File: src/rtl/boot_ld_pkg.sv
package boot_ld_pkg;
  typedef enum logic [1:0] {
    ST_LEN  = 2'd0,
    ST_ADDR = 2'd1,
    ST_DATA = 2'd2,
    ST_DONE = 2'd3
  } ld_state_e;
endpackage

File: src/rtl/boot_ld_seq.sv
module boot_ld_seq
  import boot_ld_pkg::*;
#(
  parameter int WORD_W = 32
) (
  input  logic              clk_i,
  input  logic              rst_ni,
  input  logic              valid_i,
  input  logic [WORD_W-1:0] word_i,
  output logic              take_addr_o,
  output logic              take_data_o,
  output logic              done_o
);
  ld_state_e         st_q, st_d;
  logic [WORD_W-1:0] rem_q, rem_d;

  assign take_addr_o = valid_i && (st_q == ST_ADDR);
  assign take_data_o = valid_i && (st_q == ST_DATA);
  assign done_o      = (st_q == ST_DONE);

  always_comb begin
    st_d  = st_q;
    rem_d = rem_q;
    if (valid_i) begin
      unique case (st_q)
        ST_LEN: begin
          if (word_i == '0) st_d = ST_DONE;
          else begin
            rem_d = word_i;
            st_d  = ST_ADDR;
          end
        end
        ST_ADDR: st_d = ST_DATA;
        ST_DATA: begin
          rem_d = rem_q - 1'b1;
          if (rem_q == WORD_W'(1)) st_d = ST_LEN;
        end
        default: st_d = ST_DONE;
      endcase
    end
  end

  always_ff @(posedge clk_i or negedge rst_ni) begin
    if (!rst_ni) begin
      st_q  <= ST_LEN;
      rem_q <= '0;
    end else begin
      st_q  <= st_d;
      rem_q <= rem_d;
    end
  end
endmodule

File: src/rtl/boot_ld_addr.sv
module boot_ld_addr #(
  parameter int ADDR_W    = 24,
  parameter int WORD_W    = 32,
  parameter int RSV_WORDS = 2
) (
  input  logic              clk_i,
  input  logic              rst_ni,
  input  logic              take_addr_i,
  input  logic              take_data_i,
  input  logic [WORD_W-1:0] word_i,
  output logic              mem_we_o,
  output logic [ADDR_W-1:0] mem_addr_o,
  output logic [WORD_W-1:0] mem_data_o,
  output logic [ADDR_W-1:0] entry_o
);
  logic [ADDR_W-1:0] cur_q, entry_q, gap;
  logic              entry_set_q, in_rsv;

  // distance from target up to entry; 1..RSV_WORDS is loader stack
  assign gap    = entry_q - cur_q;
  assign in_rsv = entry_set_q && (gap != '0) && (gap <= ADDR_W'(RSV_WORDS));

  always_ff @(posedge clk_i or negedge rst_ni) begin
    if (!rst_ni) begin
      cur_q       <= '0;
      entry_q     <= '0;
      entry_set_q <= 1'b0;
      mem_we_o    <= 1'b0;
      mem_addr_o  <= '0;
      mem_data_o  <= '0;
    end else begin
      mem_we_o <= 1'b0;
      if (take_addr_i) begin
        cur_q <= word_i[ADDR_W-1:0];
        if (!entry_set_q) begin
          entry_q     <= word_i[ADDR_W-1:0];
          entry_set_q <= 1'b1;
        end
      end else if (take_data_i) begin
        mem_we_o   <= !in_rsv;
        mem_addr_o <= cur_q;
        mem_data_o <= word_i;
        cur_q      <= cur_q + 1'b1;
      end
    end
  end

  assign entry_o = entry_q;
endmodule

File: src/rtl/boot_stream_loader.sv
module boot_stream_loader #(
  parameter int ADDR_W    = 24,
  parameter int WORD_W    = 32,
  parameter int RSV_WORDS = 2
) (
  input  logic              clk_i,
  input  logic              rst_ni,
  input  logic              word_valid_i,
  input  logic [WORD_W-1:0] word_i,
  output logic              mem_we_o,
  output logic [ADDR_W-1:0] mem_addr_o,
  output logic [WORD_W-1:0] mem_data_o,
  output logic              done_o,
  output logic [ADDR_W-1:0] entry_o
);
  logic take_addr, take_data;

  boot_ld_seq #(.WORD_W(WORD_W)) u_seq (
    .clk_i       (clk_i),
    .rst_ni      (rst_ni),
    .valid_i     (word_valid_i),
    .word_i      (word_i),
    .take_addr_o (take_addr),
    .take_data_o (take_data),
    .done_o      (done_o)
  );

  boot_ld_addr #(.ADDR_W(ADDR_W), .WORD_W(WORD_W), .RSV_WORDS(RSV_WORDS)) u_addr (
    .clk_i       (clk_i),
    .rst_ni      (rst_ni),
    .take_addr_i (take_addr),
    .take_data_i (take_data),
    .word_i      (word_i),
    .mem_we_o    (mem_we_o),
    .mem_addr_o  (mem_addr_o),
    .mem_data_o  (mem_data_o),
    .entry_o     (entry_o)
  );
endmodule

File: config.mk
export PLATFORM = sky130hd
export DESIGN_NAME = boot_stream_loader
export DESIGN_NICKNAME = d
export VERILOG_FILES = /design/src/rtl/boot_ld_pkg.sv /design/src/rtl/boot_ld_seq.sv /design/src/rtl/boot_ld_addr.sv /design/src/rtl/boot_stream_loader.sv
export SDC_FILE = /design/constraint.sdc
export NUM_CORES = 1
export LEC_CHECK = 0
export BUFFER_PORTS_ARGS = -buffer_cell sky130_fd_sc_hd__buf_2
export CAP_MARGIN = 10
export CORE_ASPECT_RATIO = 0.75
export CORE_MARGIN = 8
export CORE_UTILIZATION = 30
export CTS_CLUSTER_SIZE = 14
export DETAILED_ROUTE_END_ITERATION = 16
export HOLD_SLACK_MARGIN = 0.03
export PLACE_DENSITY_LB_ADDON = 0.15
export SYNTH_ARGS = -nofsm -noshare
export SYNTH_HDL_FRONTEND = slang
export SYNTH_SLANG_ARGS = --single-unit
File: constraint.sdc
create_clock -name clk_i -period 2.8 [get_ports clk_i]
set_clock_uncertainty 0.1 [all_clocks]
set_input_delay 0.14 -clock clk_i [delete_from_list [all_inputs] [get_ports clk_i]]
set_output_delay 0.14 -clock clk_i [all_outputs]
set_load 0.02 [all_outputs]
==> key figures, run 1 <==
Status
  – Status: completed

Layout
  – # diodes: 0
  – Fillers: 2824
  – Fraction of layout cells with a size suffix above 1: 0.291
  – Layout Nets: 1290
  – Synth-to-Final Area Change: 36.0%

Detailed routing
  – 1st-iter DRT viols: 543
  – Routed via count: 8103
  – Pre-antenna DRT Iters: 5
  – Routed WL: 30200 um
  – Antenna Nets Post-Route: 0
  – DRC errors left: 0
  – Via/cell ratio: 5.11
  – Wire per inst: 19.1 um

Logic synthesis
  – Top post-synthesis cells by area: dfrtp_1 43%, nand2_1 9.5%, a21oi_1 5.4%, o21ai_0 4.9%, ha_1 4.6%
  – Post-synth top area share: 0.426
  – Synth area leader: dfrtp_1
  – Warnings from Yosys: 0
  – Post-synth top flop: dfrtp_1
  – Flops & latches, synth: 140
  – Distinct cells, synth: 72
  – Cells after Synth: 977
  – EDFF count, synth: 0
  – Async set-reset flop share out of synthesis: 1.00
  – Seq/Total Area, Yosys: 0.426
  – Mapped Avg Cell Area: 8.41 um^2
  – Synth top cells by count: 207 x nand2_1, 140 x dfrtp_1, 88 x a21oi_1
  – Syn_nets: 1043
  – Top-count cell post-synth: nand2_1
  – Mapped cell area: 0.00822 mm^2

Clocking
  – Clock Sinks: 140
  – Latest clock arrival within the worst-skew pair: 430 ps
  – Reg clk slew, reported paths: 60 ps
  – Root Driver: clkbuf_16
  – CTS max path bufs: 2
  – Number of H-tree levels: 4
  – CTS Buf Count: 17
  – TritonCTS clock tree: built

Hold path
  – Class of the worst hold path: input port to flip-flop

Global routing
  – Total track usage: 0.182
  – Largest net degree at the start of global routing: 63
  – Initial antenna violation count: 0
  – First-pass GRT wire length: 47500 um
  – Vias in the first global route: 7886
  – Grt ovf: 0

Critical path
  – Crit path kind: flip-flop to flip-flop
  – Crit path largest cell delay: 630 ps
  – Critical path capture point type: flip-flop
  – Reg-to-reg slack, setup: 20 ps
  – Crit path DAT: 3000 ps
  – Crit-path slowest cell: or4_4
  – Data required time of the critical path: 3010 ps
  – Worst Path Max Fanout: 3
  – CP Launch Type: flip-flop
  – CP Cell Sequence: inv_2 > ha_4 > nand4_1 > or4_4 > o21a_1 > a31oi_1 > xnor2_1 > nand3_1 > nor4_2 > nor2_1

STA
  – Worst Tran Pin Value: 664 ps
  – Crit path time final: 2780 ps
  – Tcrit/Tclk final: 0.994
  – Setup WS post-layout: 17.8 ps
  – Slew margin rel.: 0.557
  – Unrepaired setup endpoints after global routing: yes
  – Final hold viol count: 0
  – Peak Freq: 0.359 GHz
  – Final setup fails: 0
  – Max-slew violations: 0

Pwr
  – Pwr per Cell Area: 1400 mW/mm^2
  – Maximum vdd drop: 519 uV
  – Lkg Pwr: 5.11 nW
  – Tot Pwr: 15.7 mW

Floorplanning
  – Die H: 159 um
  – IO Pins: 117
  – # rows: 52
  – Starting Density: 0.305
  – Die footprint: 0.0330 mm^2
  – DIE WIDTH: 207 um
  – Total core area: 0.0269 mm^2

Run
  – Max_cap viols: 0

Placement
  – Pre-CTS setup slack: -118 ps
  – Number of port buffers: 116
  – GPL Wtd Cong: 0.909
  – Final HPWL DP: 22900 um
==> cell type report <==
cell class                      instances  area [um^2]  area share
Tap cell                              351          439      0.0393
Clock inverter                          9         72.6     0.00649
Sequential cell                       140         3500       0.314
Timing Repair Buffer                  275         1910       0.171
Clock buffer                           22          454      0.0406
Multi-Input combinational cell        742         4610       0.413
Inverter                               48          180      0.0161
==> critical path, delay by kind of cell (launching register included) <==
| kind | cells | cell delay, ps |
|---|---|---|
| and+or+nand+nor | 5 | 1290 |
| xor gates and xnor gates | 1 | 140 |
| AOI/OAI and AO/OA | 2 | 390 |
| adders and majority gates | 1 | 280 |
| DFF | 1 | 400 |
| buffers and inverters | 1 | 70 |
==> logic make-up (layout without fill, tap and decap cells) <==
kind of cell,Yosys count,count (layout),share of synthesized area
AND/OR/NAND/NOR,401,401,0.231
multiplexers,35,35,0.0464
buffers and inverters,95,354,0.0447
AO/OA/AOI/OAI,262,262,0.190
XOR/XNOR,13,13,0.0139
adder cells (fa/ha/maj),31,31,0.0481
flip-flops,140,140,0.426
==> routing by layer <==
metal	track usage	wire (um)
met1	0.281	16000
met3	0.0395	1840
met5	0	0
met4	0.0376	307
met2	0.252	12100
==> metrics by stage <==
stage / setup TNS [ps] / instances / hold WS (ps) / cell area (um^2) / utilization
3_3_place_gp: -40.5 / 1514 / 58.6 / 10000 / 0.371
5_1_grt: -131 / 1587 / 48.1 / 11200 / 0.415
3_5_place_dp: -143 / 1514 / 67.6 / 10000 / 0.371
4_1_cts: -51.3 / 1577 / 34.8 / 10900 / 0.403
2_1_floorplan: 0 / 977 / -256 / 8220 / -
6_report: 0 / 1587 / 61.7 / 11200 / 0.415
==> worst paths after layout <==
| path | start | endpoint | cells after the start |
|---|---|---|---|
| max | u_addr.cur_q[13] | u_addr.mem_we_o | 10 |
| min | word_i[16] | u_addr.mem_data_o[16] | 4 |
| max in group asynchronous | rst_ni | u_seq.rem_q[10] | 3 |
| min in group asynchronous | rst_ni | u_addr.entry_o[20] | 2 |
| max reg2reg | u_addr.cur_q[13] | u_addr.mem_we_o | 10 |
| min reg2reg | u_addr.mem_data_o[28] | u_addr.mem_data_o[28] | 2 |
==> where the power goes <==
group	internal, mW	switching (mW)	total [mW]	leakage, nW
combinational	4.23	5.60	9.83	3.14
sequential	2.97	0.760	3.73	1.71
clock	1.23	0.880	2.11	0.263
==> sequential cells by signal, indices dropped and copies added (netlist names) <==
name,flops
u_addr.cur_q,24
u_addr.entry_o,24
u_addr.entry_set_q,1
u_addr.mem_addr_o,24
u_addr.mem_data_o,32
u_addr.mem_we_o,1
u_seq.rem_q,32
u_seq.st_q,2
==> placed cells by master, fill, tap and decap left out, types with 10 or more instances in the layout <==
master	n
nand2_1	205
dfrtp_1	139
buf_4	122
buf_2	115
a21oi_1	82
o21ai_0	81
nor2_1	47
inv_1	45
nand3_1	34
dlygate4sd3_1	32
o22ai_1	26
mux2_2	25
nor3_1	20
ha_1	19
clkbuf_16	17
nand4_1	14
nor4_1	13
or3_1	10
mux2i_1	10
==> repair_timing <==
| action | in CTS | in global routing |
|---|---|---|
| hold endpoints to repair | 124 | 0 |
| buffers inserted | 0 | 10 |
| pin swaps | 0 | 16 |
| gates resized for setup | 2 | 43 |
| hold buffers | 32 | 0 |
| setup endpoints to repair | 6 | 22 |
Note: power is estimated with default switching activity, not from simulation.
==> run 2: changes to the inputs <==
clock period = 2.62 ns   (was 2.8 ns; I/O delays follow)
==> key figures, run 2 (synthesis gave the netlist of run 1 again) <==
Pwr
  – Lkg Pwr: 5.34 nW (was 5.11 nW)
  – Combinational power share: 0.639 (was 0.627)
  – P_int: 9.40 mW (was 8.43 mW)
  – Clock power share: 0.136 (was 0.134)
  – Tot Pwr: 17.5 mW (was 15.7 mW)
  – Pwr per Cell Area: 1500 mW/mm^2 (was 1400 mW/mm^2)
  – Switch Pwr: 8.05 mW (was 7.24 mW)
  – Sw Ratio: 0.461 (was 0.462)
  – Sequential Power Share: 0.226 (was 0.238)
  – Maximum vdd drop: 535 uV (was 519 uV)

Detailed routing
  – Antenna Nets Post-Route: 0 (unchanged)
  – Via/cell ratio: 5.11 (about the same)
  – Pre-antenna DRT Iters: 5 (unchanged)
  – Routed WL: 31100 um (was 30200 um)
  – DRC errors left: 0 (unchanged)
  – Wire per inst: 19.1 um (about the same)
  – 1st-iter DRT viols: 678 (was 543)
  – Routed via count: 8320 (was 8103)

Layout
  – End-of-flow core utilization: 0.433 (was 0.415)
  – Design Area, Final: 0.0116 mm^2 (was 0.0112 mm^2)
  – Commonest cells after routing, fill and taps aside: 206 x nand2_1, 159 x buf_4, 131 x dfrtp_1 (was 205 x nand2_1, 139 x dfrtp_1, 122 x buf_4)
  – Layout Cells excl Fill: 1627 (was 1587)
  – Area of the multi-input gates: 0.00472 mm^2 (was 0.00461 mm^2)
  – Fillers: 2719 (was 2824)
  – Synth-to-Final Area Change: 41.7% (was 36.0%)
  – Most common cell after layout, fill and taps aside: nand2_1 (unchanged)
  – # diodes: 0 (unchanged)
  – Seq. cell area: 0.00351 mm^2 (was 0.00350 mm^2)
  – Fraction of layout cells with a size suffix above 1: 0.326 (was 0.291)
  – Layout Nets: 1329 (was 1290)
  – Top Registers: u_addr.mem_data_o: 32 flops, u_seq.rem_q: 32 flops (unchanged)

STA
  – Setup WS post-layout: -97.6 ps (was 17.8 ps)
  – Setup TNS: -97.6 ps (was 0 ps)
  – Max-slew violations: 0 (unchanged)
  – Tcrit/Tclk final: 1.04 (was 0.994)
  – Final hold viol count: 0 (unchanged)
  – Worst Tran Pin Value: 613 ps (was 664 ps)
  – Crit path time final: 2720 ps (was 2780 ps)
  – Slew margin rel.: 0.587 (was 0.557)
  – Peak Freq: 0.368 GHz (was 0.359 GHz)
  – Final setup fails: 1 (was 0)
  – Unrepaired setup endpoints after global routing: yes (unchanged)

Floorplanning
  – Starting Density: 0.305 (unchanged)
  – # rows: 52 (unchanged)
  – DIE WIDTH: 207 um (unchanged)
  – Total core area: 0.0269 mm^2 (unchanged)
  – Die H: 159 um (unchanged)
  – Die footprint: 0.0330 mm^2 (unchanged)
  – IO Pins: 117 (unchanged)

Hold path
  – Class of the worst hold path: input port to flip-flop (unchanged)

Global routing
  – Global Route met2 Usage: 0.259 (was 0.252)
  – Grt peak-use layer: met1 (unchanged)
  – Met3 Resource Use GR: 0.0387 (was 0.0395)
  – Total track usage: 0.186 (was 0.182)
  – Initial antenna violation count: 0 (unchanged)
  – Met1 usage: 0.288 (was 0.281)
  – Vias in the first global route: 8060 (was 7886)
  – First-pass GRT wire length: 48500 um (was 47500 um)
  – Largest net degree at the start of global routing: 74 (was 63)
  – Grt ovf: 0 (unchanged)

Critical path
  – Data required time of the critical path: 2840 ps (was 3010 ps)
  – Reg-to-reg slack, setup: -100 ps (was 20 ps)
  – Crit-path slowest cell: dfrtp_1 (was or4_4)
  – Worst Setup EP: u_addr.mem_we_o (unchanged)
  – CP Launch Type: flip-flop (unchanged)
  – Reg2reg path depth: 11 (was 10)
  – Crit path from: u_addr.cur_q[7] (was u_addr.cur_q[13])
  – Crit path kind: flip-flop to flip-flop (unchanged)
  – Crit path DAT: 2930 ps (was 3000 ps)
  – Critical path capture point type: flip-flop (unchanged)
  – Worst r2r src: u_addr.cur_q[7] (was u_addr.cur_q[13])
  – Crit path largest cell delay: 390 ps (was 630 ps)
  – CP Cell Sequence: inv_2 > ha_4 > a211o_4 > nor4b_1 > buf_4 > o211ai_2 > a31oi_2 > xor2_1 > nand3_1 > nor4_2 > nor2_1 (was inv_2 > ha_4 > nand4_1 > or4_4 > o21a_1 > a31oi_1 > xnor2_1 > nand3_1 > nor4_2 > nor2_1)
  – Reg2reg end: u_addr.mem_we_o (unchanged)
  – Worst Path Max Fanout: 3 (unchanged)

Clocking
  – CTS max path bufs: 2 (unchanged)
  – Root Driver: clkbuf_16 (unchanged)
  – Clock Sinks: 140 (unchanged)
  – Reg clk slew, reported paths: 70 ps (was 60 ps)
  – Number of H-tree levels: 4 (unchanged)
  – Latest clock arrival within the worst-skew pair: 440 ps (was 430 ps)
  – TritonCTS clock tree: built (unchanged)
  – CTS Buf Count: 17 (unchanged)

Status
  – Failing checks: setup timing
  – Status: finished, violations left (was completed)

Placement
  – Post-placement cell count: 1560 (was 1514)
  – Final HPWL DP: 23300 um (was 22900 um)
  – GPL Wtd Cong: 0.882 (was 0.909)
  – Number of port buffers: 116 (unchanged)
  – Placed cell area: 0.0105 mm^2 (was 0.0100 mm^2)

Run
  – Max_cap viols: 0 (unchanged)
-- run 2: cell count changes in the layout (fill, tap and decap cells not counted), moves of 3 or more --
cell,before,now
buf_4,122,159
a21oi_4,1,5
clkinv_2,7,2
clkbuf_1,4,1
dfrtp_1,139,131
clkinv_4,0,3
dfrtp_2,1,9
clkinvlp_4,1,6
-- run 2: how the worst min path moves through the flow --
stage | endpoint | cells past startpoint | slack, ps | start
after CTS | u_addr.cur_q[21] | 2 | 40 | word_valid_i
after floorplan | u_addr.cur_q[0] | 0 | -260 | rst_ni
after global placement | u_addr.entry_o[18] | 1 | 50 | rst_ni
after detailed placement | u_addr.entry_o[18] | 1 | 60 | rst_ni
final | u_addr.cur_q[21] | 2 | 70 | word_valid_i
after global routing | u_addr.mem_data_o[15] | 4 | 60 | word_i[15]
-- run 2: metal layers --
metal	share of wire	vias up	wire, um
li1	-	4062	-
met1	0.53	4009	16400
met2	0.41	229	12700
met3	0.054	20	1690
met4	0.0085	0	263
met5	0	-	0
-- run 2: worst max-delay path: cells and delay by family (launching register included) --
family / cells / cell delay (ps)
AOI/OAI and AO/OA: 3 / 690
xor gates and xnor gates: 1 / 160
adders and majority gates: 1 / 210
buffers and inverters: 2 / 270
DFF: 1 / 390
and+or+nand+nor: 4 / 790
-- run 2: area by class of cell --
| cell class | instances | share of cell area |
|---|---|---|
| multi-input cells | 742 | 0.405 |
| flip-flops and latches | 140 | 0.302 |
| repair buffers | 314 | 0.192 |
| clock buffers | 19 | 0.0380 |
| well taps | 351 | 0.0377 |
| inverters | 48 | 0.0155 |
| clock inverters | 13 | 0.0103 |
-- run 2: power groups by stage --
stage	clock [mW]	combinational, mW	sequential (mW)
after detailed placement	0	10.3	3.94
after global routing	2.51	12.2	4.07
after global placement	0	10.3	3.93
after floorplan	0	5.41	4.64
after CTS	2.42	10.7	3.92
final	2.37	11.1	3.94
-- run 2: metrics by stage --
step	setup WS, ps	hold slack, ps
after floorplan	2.38	-265
after global placement	-137	51.6
after detailed placement	-144	55.1
after CTS	-90.5	42.1
after global routing	-220	59.1
final	-97.6	66.6
-- run 2: repair_timing --
item | CTS | global route
setup buffers | 1 | 2
hold buffers | 32 | 0
cloned | 0 | 0
hold endpoints to repair | 156 | 0
endpoints found under the setup margin | 6 | 40
pin swaps | 11 | 13
gates resized for setup | 16 | 30
